<file path="src/rtl/atc_pkg.sv">
package atc_pkg;
  localparam int MODE_W    = 3;
  localparam int DIV_W     = 8;
  localparam int N_SRC     = 6;
  localparam int FIRST_EXT = 2;  // first code that selects an external line
  localparam logic [MODE_W-1:0] MODE_OFF = MODE_W'(0);
  localparam logic [MODE_W-1:0] MODE_NOW = MODE_W'(1);
endpackage

</file>
<file path="src/rtl/atc_prescaler.sv">
module atc_prescaler #(
  parameter int W = 8
) (
  input  logic         clk,
  input  logic         rst_n,
  input  logic         load,
  input  logic [W-1:0] load_val,
  output logic         tick
);
  logic [W-1:0] ratio_q;
  logic [W-1:0] cnt_q;

  always_ff @(posedge clk or negedge rst_n) begin
    if (!rst_n) begin
      ratio_q <= '0;
      cnt_q   <= '0;
    end else if (load) begin
      ratio_q <= load_val;
      cnt_q   <= load_val;
    end else if (cnt_q == '0) begin
      cnt_q   <= ratio_q;
    end else begin
      cnt_q   <= cnt_q - 1'b1;
    end
  end

  assign tick = (cnt_q == '0);
endmodule

</file>
<file path="src/rtl/atc_edge_det.sv">
module atc_edge_det #(
  parameter int STAGES = 2
) (
  input  logic clk,
  input  logic rst_n,
  input  logic din,
  output logic rise,
  output logic fall
);
  // sh[STAGES-1] is the synchronized level, sh[STAGES] its previous value
  logic [STAGES:0] sh;

  always_ff @(posedge clk or negedge rst_n) begin
    if (!rst_n) sh <= '0;
    else        sh <= {sh[STAGES-1:0], din};
  end

  assign rise = sh[STAGES-1] & ~sh[STAGES];
  assign fall = ~sh[STAGES-1] & sh[STAGES];
endmodule

</file>
<file path="src/rtl/atc_start_sel.sv">
module atc_start_sel
  import atc_pkg::*;
#(
  parameter int NSRC = N_SRC
) (
  input  logic [MODE_W-1:0] mode,
  input  logic              fall_sel,
  input  logic [NSRC-1:0]   rise,
  input  logic [NSRC-1:0]   fall,
  input  logic              pend,
  input  logic              burst,
  input  logic              busy,
  output logic              fire
);
  logic hit;

  always_comb begin
    hit = 1'b0;
    for (int i = 0; i < NSRC; i++) begin
      if (mode == MODE_W'(i + FIRST_EXT)) hit = fall_sel ? fall[i] : rise[i];
    end
    fire = 1'b0;
    if (!burst && !busy) begin
      if (mode == MODE_NOW)      fire = pend;
      else if (mode != MODE_OFF) fire = hit;
    end
  end
endmodule

</file>
<file path="src/rtl/adc_trig_ctrl.sv">
module adc_trig_ctrl
  import atc_pkg::*;
#(
  parameter int DW          = DIV_W,
  parameter int NSRC        = N_SRC,
  parameter int SYNC_STAGES = 2
) (
  input  logic            clk,
  input  logic            rst_n,
  input  logic            cfg_we,
  input  logic [DW-1:0]   cfg_div,
  input  logic [MODE_W-1:0] cfg_mode,
  input  logic            cfg_fall,
  input  logic            burst_en,
  input  logic [NSRC-1:0] trig_in,
  input  logic            conv_done,
  output logic            conv_clk_en,
  output logic            conv_start,
  output logic            conv_busy
);
  logic [MODE_W-1:0] mode_q;
  logic              fall_q;
  logic              pend_q;
  logic              busy_q;
  logic              start_q;
  logic [NSRC-1:0]   rise_v;
  logic [NSRC-1:0]   fall_v;
  logic              fire;

  atc_prescaler #(.W(DW)) u_presc (
    .clk(clk), .rst_n(rst_n), .load(cfg_we), .load_val(cfg_div), .tick(conv_clk_en)
  );

  for (genvar g = 0; g < NSRC; g++) begin : g_src
    atc_edge_det #(.STAGES(SYNC_STAGES)) u_edge (
      .clk(clk), .rst_n(rst_n), .din(trig_in[g]), .rise(rise_v[g]), .fall(fall_v[g])
    );
  end

  atc_start_sel #(.NSRC(NSRC)) u_sel (
    .mode(mode_q), .fall_sel(fall_q), .rise(rise_v), .fall(fall_v),
    .pend(pend_q), .burst(burst_en), .busy(busy_q), .fire(fire)
  );

  always_ff @(posedge clk or negedge rst_n) begin
    if (!rst_n) begin
      mode_q  <= MODE_OFF;
      fall_q  <= 1'b0;
      pend_q  <= 1'b0;
      busy_q  <= 1'b0;
      start_q <= 1'b0;
    end else begin
      if (cfg_we) begin
        mode_q <= cfg_mode;
        fall_q <= cfg_fall;
      end
      if (cfg_we && cfg_mode == MODE_NOW) pend_q <= 1'b1;
      else if (fire || burst_en)          pend_q <= 1'b0;
      if (fire)           busy_q <= 1'b1;
      else if (conv_done) busy_q <= 1'b0;
      start_q <= fire;
    end
  end

  assign conv_start = start_q;
  assign conv_busy  = busy_q;
endmodule

</file>
<file path="config.mk">
export PLATFORM = sky130hd
export DESIGN_NAME = adc_trig_ctrl
export DESIGN_NICKNAME = d
export VERILOG_FILES = /design/src/rtl/atc_pkg.sv /design/src/rtl/atc_prescaler.sv /design/src/rtl/atc_edge_det.sv /design/src/rtl/atc_start_sel.sv /design/src/rtl/adc_trig_ctrl.sv
export SDC_FILE = /design/constraint.sdc
export NUM_CORES = 1
export LEC_CHECK = 0
export BUFFER_PORTS_ARGS = -buffer_cell sky130_fd_sc_hd__buf_2
export CORE_UTILIZATION = 59
export CTS_CLUSTER_DIAMETER = 60
export DETAILED_ROUTE_END_ITERATION = 10
export GPL_TIMING_DRIVEN = 1
export PLACE_DENSITY = 0.92
export RECOVER_POWER = 50
export SYNTH_ARGS = -nofsm -noshare
export SYNTH_HDL_FRONTEND = slang
export SYNTH_SLANG_ARGS = --single-unit
</file>
<file path="constraint.sdc">
create_clock -name clk -period 5.4 [get_ports clk]
set_clock_uncertainty 0.15 [all_clocks]
set_input_delay 0.54 -clock clk [delete_from_list [all_inputs] [get_ports clk]]
set_output_delay 0.54 -clock clk [all_outputs]
set_load 0.05 [all_outputs]
</file>
Word level (Yosys, flattened, before mapping)
Cells that the tools add are included.
{ "word_totals": {"in_bits": 23, "mem_bits_ro": 0, "out_inout_bits": 3, "mem_bits_rw": 0, "regBits": 41, "wordCells": 76, "mem_count": 0, "latch_bits": 0} }
{ "op_classes": {"n_div": 0, "magnitude_cmp": 0, "n_bitwise": 24, "shifts": 0, "add_sub_neg": 1, "n_eq_ne": 8, "n_reduce_logical": 9, "n_mux": 21, "mul": 0} }
{ "ops": {"columns": ["op", "n"], "rows": [
  ["1-bit 2-to-1 mux", 19],
  ["8-bit 2-to-1 mux", 2],
  ["1-bit bitwise AND", 12],
  ["3-bit equality test (second input constant)", 4],
  ["1-bit NOT", 12],
  ["8-bit zero test", 1],
  ["8-bit by 1-bit subtractor with 8-bit output (second input constant)", 1],
  ["3-bit by 1-bit equality test with 1-bit output (second input constant)", 2],
  ["3-bit by 2-bit equality test with 1-bit output (second input constant)", 2],
  ["2-bit nonzero test", 2],
  ["3-bit nonzero test", 1],
  ["1-bit logical AND", 2],
  ["1-bit zero test", 2],
  ["1-bit logical OR", 1]
]} }

Depth between registers and ports, before layout
Gate-level depths: netlist of run 1.
{ "depth": {"word_depth": 15, "ltp_mapped": 8, "depth_no_buf": 7} }

Hierarchy
Synthesis of run 1 repeated with hierarchy kept, for this count alone.
{ "hier_totals": {"cells_unflattened": 137, "hier_area_um2": 1742.9} }
{ "by_module_without_submodules": {"columns": ["module", "area_each_um2", "instances", "cells_each", "seq_area_each_um2"], "rows": [
  ["atc_prescaler", 825.8, 1, 84, 400.4],
  ["atc_edge_det", 90.1, 6, 5, 75.1],
  ["adc_trig_ctrl", 255.2, 1, 16, 175.2],
  ["atc_start_sel", 121.4, 1, 7, 0.0]
]} }

Worst setup path before layout of run 1
No wires, ideal clock.
{ "synth_timing": {"path_type": "flip-flop to output port", "from": "reg u_presc.cnt_q[0]", "to": "out conv_clk_en", "required_time_ns": 4.710, "n_path_buf": 1, "slack_ns": 3.302, "t_arrival_ns": 1.408, "path_stages_with_launch": 6, "cell_sequence": "dfrtp_1 inv_1 ha_1 or4b_4 buf_6 nor2_8"} }
{ "synth_via": {"elab_chain_cells": 1} }
{ "synth_lines": {"columns": ["item", "line_no", "source"], "rows": [
  ["from (decl)", "atc_prescaler.sv:11", "logic [W-1:0] cnt_q;"],
  ["from (signal assigned)", "atc_prescaler.sv:19", "cnt_q <= load_val;"],
  ["from (signal assigned)", "atc_prescaler.sv:21", "cnt_q <= ratio_q;"],
  ["from (signal assigned)", "atc_prescaler.sv:23", "cnt_q <= cnt_q - 1'b1;"],
  ["8-bit zero test", "atc_prescaler.sv:27", "assign tick = (cnt_q == '0);"],
  ["to (decl)", "adc_trig_ctrl.sv:17", "output logic conv_clk_en,"]
]} }
Every way passes these cells.

Worst setup path after layout of run 1
Same ends and word-level chain as after synthesis.

==> run metrics, run 1 <==
status finished with violations; violated checks design-rule violations, max-capacitance violations, max-slew violations; critical path cell sequence inv_1 -> ha_1 -> or4b_4 -> nor2_8 -> buf_2; Hold EP g_src[3].u_edge.sh[0]; drt first pass iters 7; Arrival @ worst endpoint slightly above 2 ns; Yosys reg bits 41; Final min period 2.74 ns; leading cell type in the layout, fill and taps excluded dfrtp_1; worst path bufs/invs 2; critical path depth in cells 5; slew margin rel. -0.345; setup violators final 0; Rows 19; crit path max-delay cell type or4b_4; worst skew pair latency ~0.36 ns; Req. time, crit path roughly 4.7 ns; drt wl/cell approximately 15 um; CTS Buffer Depth 2; Final Hold Viols 0; Synth area leaders dfrtp_1, mux2_2, o21ai_0; Hold Path Class input pin to flip-flop; CTS H-tree lvls 2; # hold bufs at CTS 0; critical path endpoint category primary output; P_leak between 0.9 and 1 nW; antenna cells 0; hold depth 1; post-synthesis sequential area ratio 0.582; CTS tree done; CP Class flip-flop to primary output; Worst VDD drop about 0.22 mV; initial antenna violation count 0; DP Worst Slack approximately 3 ns; worst setup margin around 2.7 ns; RSZ-0062 raised after global routing no; cell family with most CP delay simple AND/OR/NAND/NOR gates; Worst-Margin Slew just over 2 ns; Cell Pwr Density around 320 nW/um^2; clock sinks around 40; Worst Setup SP u_presc.cnt_q[0]; Main synth FF type dfrtp_1; worst-path fanout max 9; first-pass GRT wire length between 5 and 6 mm; DRT Wirelength between 3 and 4 mm; count of different cell masters after synthesis 43; post-route ant nets 0; RR Startpoint u_presc.cnt_q[0]; CP startpoint kind flip-flop; Synth Warn # 0; fin crit share 0.508; FFs w/ async S/R, synth 1.00; reg2reg end u_presc.cnt_q[6]; Post-synth EDFFs 0; clk root buf clkbuf_4; Synth area leader dfrtp_1; Syn-to-layout area delta 10.0%; Core ar. roughly 2800 um^2; post-CTS sizing 0; Die W about 57 um; share of the synthesized area in the top cell type 0.582; commonest non-fill, non-tap cells in the layout dfrtp_1, buf_2, o21ai_0; DR vias/cell 6.16; DP HPWL 2.22 mm; CTS buffer count 5; HP Start trig_in[3]; Post-Syn Area 1760 um^2; R2R setup slack around 3.4 ns; syn avg cell area about 11 um^2; max-cap violation count 1; largest net degree at the start of global routing between 40 and 50; Clock transition at path regs 0.13 ns; Layout Nets 205; I/O pin total 26; vias 1306; Overall Global Routing Usage 0.221; port bufs 25; post-CTS setup buffers 0; total grt overflow 0; Mapped Cells 156; number of global-route vias before repair ~1200; drt initial violations 47; die area approximately 3200 um^2; height of the die 56.7 um; starting density of the core 0.628; FF-to-FF path depth 6; largest stage delay on the critical path about 0.56 ns; maximum clock frequency approximately 360 MHz; max-slew violations 42; drc violations 2; Post-Syn Nets 181; Setup TNS 0 ns; layout cell share with drive strength beyond 1 0.238; routability cong. between 0.8 and 0.9
==> sequential cells by signal, indices dropped and copies added (netlist names) <==
name,cells
fall_q,1
conv_start,1
g_src.u_edge.sh,18
conv_busy,1
u_presc.ratio_q,8
mode_q,3
u_presc.cnt_q,8
pend_q,1
==> through the flow <==
stage	power (mW)	utilization	instances	area (um^2)	hold WS [ns]
floorplan	0.433	-	156	1760	0.0944
global placement	0.455	0.670	204	1880	0.181
global route	0.652	0.691	212	1940	0.0949
CTS	0.622	0.692	212	1940	0.122
finish	0.620	0.691	212	1940	0.126
detailed placement	0.465	0.670	204	1880	0.185
==> report_power, final <==
| part | leakage [nW] | switching [mW] | internal (mW) |
|---|---|---|---|
| clock network | 0.0322 | 0.107 | 0.0539 |
| registers | 0.490 | 0.0249 | 0.333 |
| logic | 0.381 | 0.0582 | 0.0432 |
| total | 0.903 | 0.190 | 0.430 |
==> Yosys cell counts, drive strengths merged, types with 2 or more instances <==
library cell / n
dfrtp: 41
o21ai: 18
nor2: 12
inv: 10
nand2: 10
a21oi: 9
mux2: 6
buf: 5
nand2b: 4
or3: 4
clkbuf: 3
nor2b: 3
a221o: 2
and3b: 2
ha: 2
nor3b: 2
o22a: 2
o22ai: 2
==> cell families (layout without fill, tap and decap cells) <==
family | count (synthesis) | count (layout) | share of synthesized area
and+or+nand+nor | 46 | 46 | 0.158
AOI/OAI and AO/OA | 42 | 42 | 0.155
DFF | 41 | 41 | 0.582
buffers and inverters | 18 | 43 | 0.0483
muxes | 6 | 6 | 0.0383
adders and majority gates | 2 | 2 | 0.0142
xor gates and xnor gates | 1 | 1 | 0.00497
==> worst register-to-register path, cell delays in order (launching register included) <==
cell and delay [ns]:
dfrtp_1 0.42, inv_1 0.10, ha_1 0.15, or4b_4 0.56, o22a_2 0.27, o22ai_1 0.12
o21ai_0 0.10
==> per-layer routing <==
| layer | up-vias | wire length [um] | track usage |
|---|---|---|---|
| met1 | 642 | 1250 | 0.242 |
| met3 | 15 | 172 | 0.0668 |
| met4 | 0 | 108 | 0.146 |
| met5 | - | 0 | 0 |
| met2 | 53 | 1570 | 0.371 |
| li1 | 596 | - | - |
==> how the worst max path moves through the flow <==
stage,endpoint,slack [ns]
CTS,conv_clk_en,2.65
detailed placement,conv_clk_en,3.06
floorplan,conv_clk_en,3.30
global route,conv_clk_en,2.56
finish,conv_clk_en,2.66
global placement,conv_clk_en,3.13
==> cell type report <==
class	instances	area, um^2
Tap cell	31	38.8
Timing Repair Buffer	25	123
Clock buffer	5	37.5
Inverter	10	37.5
Sequential cell	41	1030
Fill cell	189	866
Clock inverter	3	25.0
Multi-Input combinational cell	97	652
Power figures use the tool's default switching activity.
==> inputs of run 2 (changes only) <==
--- a/config.mk
+++ b/config.mk
@@ -6,11 +6,11 @@
 export NUM_CORES = 1
 export LEC_CHECK = 0
 export BUFFER_PORTS_ARGS = -buffer_cell sky130_fd_sc_hd__buf_2
-export CORE_UTILIZATION = 59
+export CORE_UTILIZATION = 55
 export CTS_CLUSTER_DIAMETER = 60
 export DETAILED_ROUTE_END_ITERATION = 10
 export GPL_TIMING_DRIVEN = 1
-export PLACE_DENSITY = 0.92
+export PLACE_DENSITY = 0.87
 export RECOVER_POWER = 50
 export SYNTH_ARGS = -nofsm -noshare
 export SYNTH_HDL_FRONTEND = slang
==> constraint.sdc (replaced) <==
create_clock -name clk -period 2.74 [get_ports clk]
set_clock_uncertainty 0.15 [all_clocks]
set_input_delay 0.274 -clock clk [delete_from_list [all_inputs] [get_ports clk]]
set_output_delay 0.274 -clock clk [all_outputs]
set_load 0.05 [all_outputs]
==> run 2 against run 1 <==
Effect of this change: the run now ends clean; clock power increased by 140%; worst hold slack got worse by 0.10 ns; sequential power increased by 97%; clock-buffer cell count up 1; core utilization increased by 1.8 points; final cell count rose by 15%; combinational power increased by 110%; critical endpoint unchanged; highest routed layer unchanged.
==> run metrics, run 2 (synthesis results as in run 1) <==
Area after DPL approximately 1900 um^2; Worst Setup SP u_presc.cnt_q[0]; worst-path fanout max 9; Final Core Density 0.709; Layout Nets roughly 220; critical path depth in cells 5; Core ar. between 3000 and 4000 um^2; Largest Register g_src.u_edge.sh; max-slew violations 0; drt wl/cell between 10 and 15 um; Final Hold Viols 0; FF-to-FF path depth 5; CTS buffer count 5; drt initial violations 44; die area 3440 um^2; Overall Global Routing Usage 0.219; DR vias/cell 5.45; maximum clock frequency between 400 and 500 MHz; HP Start cfg_mode[1]; worst skew pair latency 0.35 ns; drt first pass iters 4; P_leak between 0.9 and 1 nW; port bufs 25; status finished clean; post-CTS setup buffers 0; Req. time, crit path roughly 2.3 ns; commonest non-fill, non-tap cells in the layout dfrtp_1, buf_2, dlygate4sd3_1; worst path bufs/invs 2; largest net degree at the start of global routing 42; vias ~1300; post-route ant nets 0; number of global-route vias before repair about 1300; RR Startpoint fall_q; critical path cell sequence inv_1 -> ha_1 -> or4b_4 -> nor2_8 -> buf_2; Die W ~59 um; DRT Wirelength 3.23 mm; CTS Buffer Depth 2; leading cell type in the layout, fill and taps excluded dfrtp_1; Hold WS around 0.026 ns; Arrival @ worst endpoint about 2.0 ns; clk root buf clkbuf_4; largest stage delay on the critical path 0.55 ns; Setup TNS 0 ns; I/O pin total 26; cell family with most CP delay simple AND/OR/NAND/NOR gates; Final min period approximately 2.4 ns; fin crit share 0.894; Hold Path Class input pin to flip-flop; total grt overflow 0; max FFs per register 18; CTS tree done; Design Area, Final ~2200 um^2; CP startpoint kind flip-flop; crit path max-delay cell type or4b_4; Worst VDD drop 0.353 mV; DP HPWL 2.18 mm; hold depth 2; Worst-Margin Slew ~0.96 ns; initial antenna violation count 0; Cell Pwr Density 607 nW/um^2; Syn-to-layout area delta 22.8%; RSZ-0062 raised after global routing no; routability cong. approximately 0.84; setup violators final 0; CTS H-tree lvls 2; clock sinks 41; fill cell count roughly 230; Final Total Pwr around 1.3 mW; drc violations 0; layout cell share with drive strength beyond 1 0.215; Clock transition at path regs about 0.12 ns; slew margin rel. 0.359; first-pass GRT wire length 5.38 mm; Rows 20; antenna cells 0; starting density of the core 0.577; CP Class flip-flop to primary output; Largest regs g_src.u_edge.sh: 18 flops, u_presc.cnt_q: 8 flops, u_presc.ratio_q: 8 flops; max-cap violation count 0; critical path endpoint category primary output; height of the die 58.6 um
run 2: metal layers:
layer	global-route usage	share of wire	vias to the layer above
met2	0.355	0.51	34
met4	0.0986	0.012	0
met3	0.101	0.057	6
met1	0.250	0.42	653
li1	-	-	637
met5	0	0	-
run 2: where the power goes:
group          switching [mW]  internal, mW  leakage (nW)
combinational           0.113         0.102         0.463
clock                   0.198         0.194        0.0424
sequential             0.0504         0.656         0.490
run 2: through the flow:
step	setup WS (ns)	cells
3_5_place_dp	0.681	217
2_1_floorplan	0.742	156
3_3_place_gp	0.734	217
6_report	0.291	244
4_1_cts	0.270	239
5_1_grt	0.173	244
run 2: repair_timing:
item,4_1_cts,5_1_grt
hold endpoints to repair,57,7
hold buffers,14,5
gates resized for setup,0,0
run 2: path summary, 6_finish.rpt:
kind / to / slack (ns)
max in group asynchronous: g_src[4].u_edge.sh[2] / 1.39
min: mode_q[1] / 0.03
min reg2reg: g_src[0].u_edge.sh[1] / 0.21
max: conv_clk_en / 0.29
max reg2reg: pend_q / 0.74
min in group asynchronous: g_src[5].u_edge.sh[0] / 0.44
run 2: cell type report:
| cell class | count | area (um^2) | share of cell area |
|---|---|---|---|
| clock buffer | 6 | 41.3 | 0.0191 |
| sequential | 41 | 1030 | 0.474 |
| multi-input combinational | 97 | 652 | 0.301 |
| tap | 44 | 55.1 | 0.0254 |
| inverter | 10 | 37.5 | 0.0173 |
| clock inverter | 2 | 38.8 | 0.0179 |
| timing repair buffer | 44 | 314 | 0.145 |
run 2: worst reg2reg max path: stages, from the launching register on:
cell and delay [ns]:
dfrtp_1 0.52, and3b_1 0.26, or3b_1 0.39, a311oi_2 0.33
or3_1 0.17, o22a_1 0.13
